==> config.mk <==
export PLATFORM = sky130hd
export DESIGN_NAME = amm_mapper
export DESIGN_NICKNAME = d
export VERILOG_FILES = /design/src/rtl/amm_pkg.sv /design/src/rtl/amm_addr_split.sv /design/src/rtl/amm_table.sv /design/src/rtl/amm_match.sv /design/src/rtl/amm_mapper.sv
export SDC_FILE = /design/constraint.sdc
export NUM_CORES = 2
export LEC_CHECK = 0
export CAP_MARGIN = 0
export CORE_ASPECT_RATIO = 1.5
export CORE_MARGIN = 8
export CORE_UTILIZATION = 47
export DETAILED_ROUTE_END_ITERATION = 8
export MAX_ROUTING_LAYER = met4
export SYNTH_ARGS = -nofsm -noshare
export SYNTH_HDL_FRONTEND = slang
export SYNTH_SLANG_ARGS = --single-unit
==> constraint.sdc <==
create_clock -name clk_i -period 3.7 [get_ports clk_i]
set_input_delay 0.74 -clock clk_i [delete_from_list [all_inputs] [get_ports clk_i]]
set_output_delay 0.74 -clock clk_i [all_outputs]
set_load 0.01 [all_outputs]
==> src/rtl/amm_pkg.sv <==
package amm_pkg;
  localparam int PROG_W_D = 5;
  localparam int ADDR_W_D = 14;
  localparam int WORD_W_D = 8;
  localparam int N_MOD_D  = 100;
  localparam int N_PROC_D = 2;
endpackage

==> src/rtl/amm_addr_split.sv <==
module amm_addr_split #(
  parameter int PROG_W = amm_pkg::PROG_W_D,
  parameter int ADDR_W = amm_pkg::ADDR_W_D,
  parameter int WORD_W = amm_pkg::WORD_W_D,
  localparam int TAG_W = PROG_W + ADDR_W - WORD_W
) (
  input  logic [PROG_W-1:0] prog_i,
  input  logic [ADDR_W-1:0] addr_i,
  output logic [TAG_W-1:0]  tag_o,
  output logic [WORD_W-1:0] off_o
);
  logic [PROG_W+ADDR_W-1:0] sys_addr;

  assign sys_addr = {prog_i, addr_i};
  assign tag_o    = sys_addr[PROG_W+ADDR_W-1:WORD_W];
  assign off_o    = sys_addr[WORD_W-1:0];
endmodule

==> src/rtl/amm_table.sv <==
module amm_table #(
  parameter int N_MOD = amm_pkg::N_MOD_D,
  parameter int TAG_W = 11,
  localparam int IDX_W = $clog2(N_MOD)
) (
  input  logic                         clk_i,
  input  logic                         rst_ni,
  input  logic                         wr_en_i,
  input  logic [IDX_W-1:0]             wr_idx_i,
  input  logic [TAG_W-1:0]             wr_tag_i,
  input  logic                         free_en_i,
  input  logic [IDX_W-1:0]             free_idx_i,
  output logic [N_MOD-1:0]             valid_o,
  output logic [N_MOD-1:0][TAG_W-1:0]  tag_o
);
  localparam logic [IDX_W:0] N_MOD_L = (IDX_W+1)'(N_MOD);

  logic [N_MOD-1:0]            valid_q;
  logic [N_MOD-1:0][TAG_W-1:0] tag_q;
  logic                        wr_ok, free_ok;

  assign wr_ok   = wr_en_i   && ({1'b0, wr_idx_i}   < N_MOD_L);
  assign free_ok = free_en_i && ({1'b0, free_idx_i} < N_MOD_L);

  // free is applied last so it wins over a same-entry write
  always_ff @(posedge clk_i or negedge rst_ni) begin
    if (!rst_ni) begin
      valid_q <= '0;
      tag_q   <= '0;
    end else begin
      if (wr_ok) begin
        valid_q[wr_idx_i] <= 1'b1;
        tag_q[wr_idx_i]   <= wr_tag_i;
      end
      if (free_ok) valid_q[free_idx_i] <= 1'b0;
    end
  end

  assign valid_o = valid_q;
  assign tag_o   = tag_q;

  p_write_sets_r2: assert property (@(posedge clk_i) disable iff (!rst_ni)
    (wr_ok && !(free_ok && free_idx_i == wr_idx_i))
    |=> (valid_q[$past(wr_idx_i)] && tag_q[$past(wr_idx_i)] == $past(wr_tag_i)));

  p_free_clears_r5: assert property (@(posedge clk_i) disable iff (!rst_ni)
    free_ok |=> !valid_q[$past(free_idx_i)]);

  p_oob_ignored_r7: assert property (@(posedge clk_i) disable iff (!rst_ni)
    (!wr_ok && !free_ok) |=> ($stable(valid_q) && $stable(tag_q)));
endmodule

==> src/rtl/amm_match.sv <==
module amm_match #(
  parameter int N_MOD = amm_pkg::N_MOD_D,
  parameter int TAG_W = 11,
  localparam int IDX_W = $clog2(N_MOD)
) (
  input  logic                        clk_i,
  input  logic                        rst_ni,
  input  logic [N_MOD-1:0]            valid_i,
  input  logic [N_MOD-1:0][TAG_W-1:0] tag_i,
  input  logic [TAG_W-1:0]            lk_tag_i,
  output logic                        hit_o,
  output logic [IDX_W-1:0]            idx_o
);
  logic [N_MOD-1:0] match;

  for (genvar e = 0; e < N_MOD; e++) begin : g_cmp
    assign match[e] = valid_i[e] && (tag_i[e] == lk_tag_i);
  end

  // descending scan: lowest matching entry is written last
  always_comb begin
    idx_o = '0;
    for (int e = N_MOD - 1; e >= 0; e--) begin
      if (match[e]) idx_o = IDX_W'(e);
    end
  end

  assign hit_o = |match;

  p_hit_is_entry_r2: assert property (@(posedge clk_i) disable iff (!rst_ni)
    hit_o |-> (valid_i[idx_o] && tag_i[idx_o] == lk_tag_i));
endmodule

==> src/rtl/amm_mapper.sv <==
module amm_mapper #(
  parameter int PROG_W = amm_pkg::PROG_W_D,
  parameter int ADDR_W = amm_pkg::ADDR_W_D,
  parameter int WORD_W = amm_pkg::WORD_W_D,
  parameter int N_MOD  = amm_pkg::N_MOD_D,
  parameter int N_PROC = amm_pkg::N_PROC_D,
  localparam int TAG_W = PROG_W + ADDR_W - WORD_W,
  localparam int IDX_W = $clog2(N_MOD)
) (
  input  logic                       clk_i,
  input  logic                       rst_ni,
  input  logic [N_PROC*PROG_W-1:0]   lk_prog_i,
  input  logic [N_PROC*ADDR_W-1:0]   lk_addr_i,
  output logic [N_PROC-1:0]          hit_o,
  output logic [N_PROC-1:0]          fault_o,
  output logic [N_PROC*IDX_W-1:0]    mod_idx_o,
  output logic [N_PROC*WORD_W-1:0]   word_off_o,
  input  logic                       wr_en_i,
  input  logic [IDX_W-1:0]           wr_idx_i,
  input  logic [TAG_W-1:0]           wr_tag_i,
  input  logic                       free_en_i,
  input  logic [IDX_W-1:0]           free_idx_i
);
  logic [N_PROC-1:0][N_MOD-1:0]            valid_all;
  logic [N_PROC-1:0][N_MOD-1:0][TAG_W-1:0] tag_all;
  logic [N_PROC-1:0][TAG_W-1:0]            lk_tag;

  for (genvar p = 0; p < N_PROC; p++) begin : g_proc
    amm_addr_split #(.PROG_W(PROG_W), .ADDR_W(ADDR_W), .WORD_W(WORD_W)) u_split (
      .prog_i (lk_prog_i[p*PROG_W +: PROG_W]),
      .addr_i (lk_addr_i[p*ADDR_W +: ADDR_W]),
      .tag_o  (lk_tag[p]),
      .off_o  (word_off_o[p*WORD_W +: WORD_W])
    );

    // each processor owns a copy; all copies share one write port
    amm_table #(.N_MOD(N_MOD), .TAG_W(TAG_W)) u_table (
      .clk_i      (clk_i),
      .rst_ni     (rst_ni),
      .wr_en_i    (wr_en_i),
      .wr_idx_i   (wr_idx_i),
      .wr_tag_i   (wr_tag_i),
      .free_en_i  (free_en_i),
      .free_idx_i (free_idx_i),
      .valid_o    (valid_all[p]),
      .tag_o      (tag_all[p])
    );

    amm_match #(.N_MOD(N_MOD), .TAG_W(TAG_W)) u_match (
      .clk_i    (clk_i),
      .rst_ni   (rst_ni),
      .valid_i  (valid_all[p]),
      .tag_i    (tag_all[p]),
      .lk_tag_i (lk_tag[p]),
      .hit_o    (hit_o[p]),
      .idx_o    (mod_idx_o[p*IDX_W +: IDX_W])
    );

    assign fault_o[p] = !hit_o[p];

    p_fault_no_select_r4: assert property (@(posedge clk_i) disable iff (!rst_ni)
      fault_o[p] |-> (mod_idx_o[p*IDX_W +: IDX_W] == '0));

    if (p > 0) begin : g_agree
      p_tables_agree_r6: assert property (@(posedge clk_i) disable iff (!rst_ni)
        (valid_all[p] == valid_all[0]) && (tag_all[p] == tag_all[0]));
    end
  end
endmodule

==> out/metrics.cfg, run 1 <==
[timing]
crit_endpoint = mod_idx_o[0]
worstEpCategory = primary output

[synth]
synth-async-reset-ratio = 1.00
yosysTopAreaCell = dfrtp_1
synth_area_leaders = dfrtp_1 41%, xnor2_1 24%, mux2_2 16%, nand4_1 5.7%, buf_6 1.9%
synth_top_flop_cell = dfrtp_1
avgSynthCellArea_sq_um = 11.2
syn_nets = 7126
yosysMostFrequentCell = xnor2_1
yosysSeqAreaShare = 0.411
ys_types = 67
synth_area_sq_um = 79200
yosysTopAreaCellShare = 0.411
synthCells = 7059
ys_seq_elements = 1300
synth_common_cells = 2196 x xnor2_1, 1300 x dfrtp_1, 1100 x mux2_2
synth_edf_count = 0
ys_warn_count = 0

[outcome]
stop_stage = detailed routing
tool.error = [ERROR DRT-0255] Maze Route cannot find path of net lk_addr_i[1] in worker of routeBox ( 338100 289800 ) ( 351145 338100 ).
outcome = stopped before the end

[global_route]
grt_max_degree = 153
antenna_found_initial = 10
grt_pass1_vias = 67700
grt_pass1_wl_mm = 470
grt_use_total = 0.361
overflow = 0

[cts]
cts_max_path_buffers = 3
cts.sinks = 1300
htreeDepth = 4
cts_buffers = 139
root_buffer = clkbuf_16

[floorplanning]
dieHeight_um = 519
rows = 184
die_w_um = 351
initial_utilization = 0.473
ios = 101

[placement]
io_buffers = 68
gp_congestion = 1.01
place_inst = 10300
hpwl_mm = 218

==> repair_timing <==
action,4_1_cts,5_1_grt
hold buffers,1,0
gates cloned,4,3
buffers inserted,134,68
endpoints found under the hold margin,39,0
pin swaps,144,144
gates resized for setup,479,182
setup endpoints to repair,18,18
==> stage by stage <==
step | TNS (ns) | utilization | setup WS, ns | hold WS (ns) | area, sq um
5_1_grt | -13.15 | 0.603 | -0.999 | 0.509 | 101000
2_1_floorplan | 0 | - | 0.164 | 0.444 | 79200
3_3_place_gp | -26.53 | 0.546 | -2.36 | 0.469 | 91400
4_1_cts | -11.39 | 0.595 | -0.833 | 0.493 | 99500
3_5_place_dp | -25.98 | 0.546 | -2.01 | 0.477 | 91400
==> cells by family after synthesis <==
logic type,share of synthesized area
XOR/XNOR,0.244
AND/OR/NAND/NOR,0.108
flip-flops,0.411
multiplexers,0.156
buffers and inverters,0.0529
AO/OA/AOI/OAI,0.0285
==> metal layers <==
layer and track usage:
met1 0.419, met2 0.558, met3 0.0639, met4 0.271
met5 -
==> run 2: changes to the inputs <==
--- a/config.mk
+++ b/config.mk
@@ -6,11 +6,10 @@
 export NUM_CORES = 2
 export LEC_CHECK = 0
 export CAP_MARGIN = 0
-export CORE_ASPECT_RATIO = 1.5
 export CORE_MARGIN = 8
-export CORE_UTILIZATION = 47
+export CORE_UTILIZATION = 32
 export DETAILED_ROUTE_END_ITERATION = 8
-export MAX_ROUTING_LAYER = met4
+export PLACE_DENSITY_LB_ADDON = 0.15
 export SYNTH_ARGS = -nofsm -noshare
 export SYNTH_HDL_FRONTEND = slang
 export SYNTH_SLANG_ARGS = --single-unit
==> run 2 against run 1 <==
The flow now finishes, with violations (setup timing). Global-route usage shrank 9.9 points. Area after synthesis is the same. Synthesized cell count is the same.
==> out/metrics.cfg, run 2 <==
[global_route]
overflow = 0  ; unchanged
antenna_found_initial = 23  ; +13
grt_max_degree = 96  ; -37%
grt_use_total = 0.263  ; -0.0989
grt_pass1_wl_mm = 506  ; +7.6%
grt_pass1_vias = 67600  ; -0.22%

[outcome]
outcome = finished, violations left
violations = setup timing

[timing]
worst_pin_slew_ns = 1.08
clock-skew-final_ns = 0
setup_tns_ns = -13.46
fin_ws_ns = -1.13
fmax_ghz = 0.207
hold_violations = 0
setup_viol = 18
fin_crit_sh = 1.31
slew_violations = 0
relSlewSlack = 0.281
hold_ws_ns = 0.453
fin_crit_ns = 4.83
rsz0062_at_grt = true

[placement]
io_buffers = 68  ; unchanged
hpwl_mm = 241  ; +10%
gp_congestion = 0.909  ; -10%
postPlaceCellArea_sq_um = 97000  ; +6.1%
post-place-ws_ns = -2.16  ; -0.149 ns

[synth]
yosysSeqAreaShare = 0.411  ; unchanged
synthCells = 7059  ; unchanged
ys_seq_elements = 1300  ; unchanged
syn_nets = 7126  ; unchanged
synth-async-reset-ratio = 1.00  ; unchanged
synth_edf_count = 0  ; unchanged
synth_area_sq_um = 79200  ; unchanged
yosysTopAreaCellShare = 0.411  ; unchanged
synth_common_cells = 2196 x xnor2_1, 1300 x dfrtp_1, 1100 x mux2_2
ys_types = 67  ; unchanged
synth_top_flop_cell = dfrtp_1
yosysTopAreaCell = dfrtp_1
yosysMostFrequentCell = xnor2_1
ys_warn_count = 0  ; unchanged
synth_area_leaders = dfrtp_1 41%, xnor2_1 24%, mux2_2 16%, nand4_1 5.7%, buf_6 1.9%
avgSynthCellArea_sq_um = 11.2  ; unchanged

[detailed_routing]
wirelength_mm = 356
vias_per_cell = 5.26
drc = 0
drt.antenna.violating_nets = 0
drt_iter0_drc = 5232
first_pass_iters = 5
wire_per_inst_um = 28.9
num_vias = 64800

[power_and_ir_drop]
power_density_nw_per_um2 = 391
ir_drop_mv = 0.326
power_mw = 42.0
p_leak_nw = 45.9

[worst_setup_path]
crit_arrival_ns = 4.09
critPathRequiredTime_ns = 2.96
critPathMaxStageDelay_ns = 0.52
path_delay_family = compound AO/OA/AOI/OAI gates
crit_type = input port to output port
path_max_fanout = 11
cp_slowest_cell = o41ai_4
cp-start-kind = input port
critPathCaptureType = output port
path_cells = buf_8, buf_4, buf_12, buf_6, xnor2_1, nand4_1, nor3_4, nor2_1, o31ai_1, nand2_1, a31oi_1, a2111oi_4, o41ai_4, a21oi_2, buf_2
critPathBufInv = 5

[layout]
layout_common_cells = 2141 x xnor2_1, 1850 x buf_4, 1293 x dfrtp_1
final_common_cell = xnor2_1
fin_area_sq_um = 108000
drive_above_1_share = 0.430
fin_nets = 9017
syn2layout_area_growth_pct = 35.8
largest_reg_flops = 1100

[floorplanning]
ios = 101  ; unchanged
initial_utilization = 0.322  ; -0.151
dieHeight_um = 513  ; -1.0%
rows = 182  ; -1.1%
die_w_um = 513  ; +46%
die_area_sq_um = 264000
coreArea_sq_um = 246000

[cts]
cts_max_path_buffers = 3  ; unchanged
path_clk_slew_ns = 0.06
htreeDepth = 4  ; unchanged
insertion_delay_ns = 0.82
cts_tree = yes
root_buffer = clkbuf_16
cts.sinks = 1300  ; unchanged
cts_buffers = 165  ; +19%

[worst_hold_path]
hp-class = input port to flip-flop

[flow_run]
drv_cap = 0

-- run 2: cell counts after synthesis --
Identical to the previous run, type by type.
-- run 2: area by class of cell --
cell class / count / area (sq um)
flip-flops and latches: 1300 / 32500
repair buffers: 2237 / 20700
clock buffers: 262 / 5050
fillers: 23300 / 138000
well taps: 3220 / 4030
inverters: 27 / 109
diodes: 5 / 12.5
multi-input cells: 5219 / 44700
clock inverters: 37 / 507
-- run 2: final timing paths --
kind	to	startpoint	slack, ns	cells after the start
worst max-delay path	mod_idx_o[8]	lk_addr_i[24]	-1.13	15
worst min-delay path	g_proc[0].u_table.tag_o[1088]	wr_tag_i[10]	0.45	2
worst max register to register	g_proc[0].u_table.tag_o[1006]	g_proc[0].u_table.tag_o[1006]	2.66	3
worst min register to register	g_proc[0].u_table.valid_o[77]	g_proc[0].u_table.valid_o[77]	0.49	1
max in group asynchronous	g_proc[0].u_table.tag_o[925]	rst_ni	1.92	3
min in group asynchronous	g_proc[1].u_table.valid_o[1]	rst_ni	0.56	2
-- run 2: timing repair --
action,4_1_cts,5_1_grt
gates resized for setup,592,98
setup endpoints to repair,18,18
setup buffers,165,41
gates cloned,9,0
hold buffers,1,0
hold endpoints to repair,54,0
pin swaps,153,95
-- run 2: report_power, final --
group | total (mW) | switching [mW] | leakage (nW) | internal, mW
Clock | 16.7 | 6.91 | 2.73 | 9.84
Sequential | 16.3 | 0.930 | 17.7 | 15.3
Combinational | 9.04 | 4.37 | 25.5 | 4.66
Total | 42.0 | 12.2 | 45.9 | 29.8
-- run 2: cell families (layout without fill, tap and decap cells) --
group,Yosys count,in the layout,synth area share
AO/OA/AOI/OAI,348,348,0.0285
XOR/XNOR,2200,2200,0.244
buffers and inverters,540,2563,0.0529
flip-flops,1300,1300,0.411
multiplexers,1100,1100,0.156
other,0,5,0
AND/OR/NAND/NOR,1571,1571,0.108
-- run 2: through the flow --
| step | instances | utilization |
|---|---|---|
| 2_1_floorplan | 7059 | - |
| 3_3_place_gp | 11800 | 0.395 |
| 3_5_place_dp | 11800 | 0.395 |
| 4_1_cts | 12300 | 0.434 |
| 5_1_grt | 12300 | 0.437 |
| 6_report | 12300 | 0.437 |
-- run 2: layer usage --
metal | wire length, um | track usage | share of wire | up-vias
li1 | - | - | - | 28400
met4 | 14200 | 0.0916 | 0.040 | 4
met5 | 22 | 0 | 0.000062 | -
met2 | 166000 | 0.433 | 0.47 | 2035
met1 | 157000 | 0.356 | 0.44 | 33800
met3 | 18300 | 0.0328 | 0.051 | 596
No activity file was read; power rests on OpenSTA's default activity.
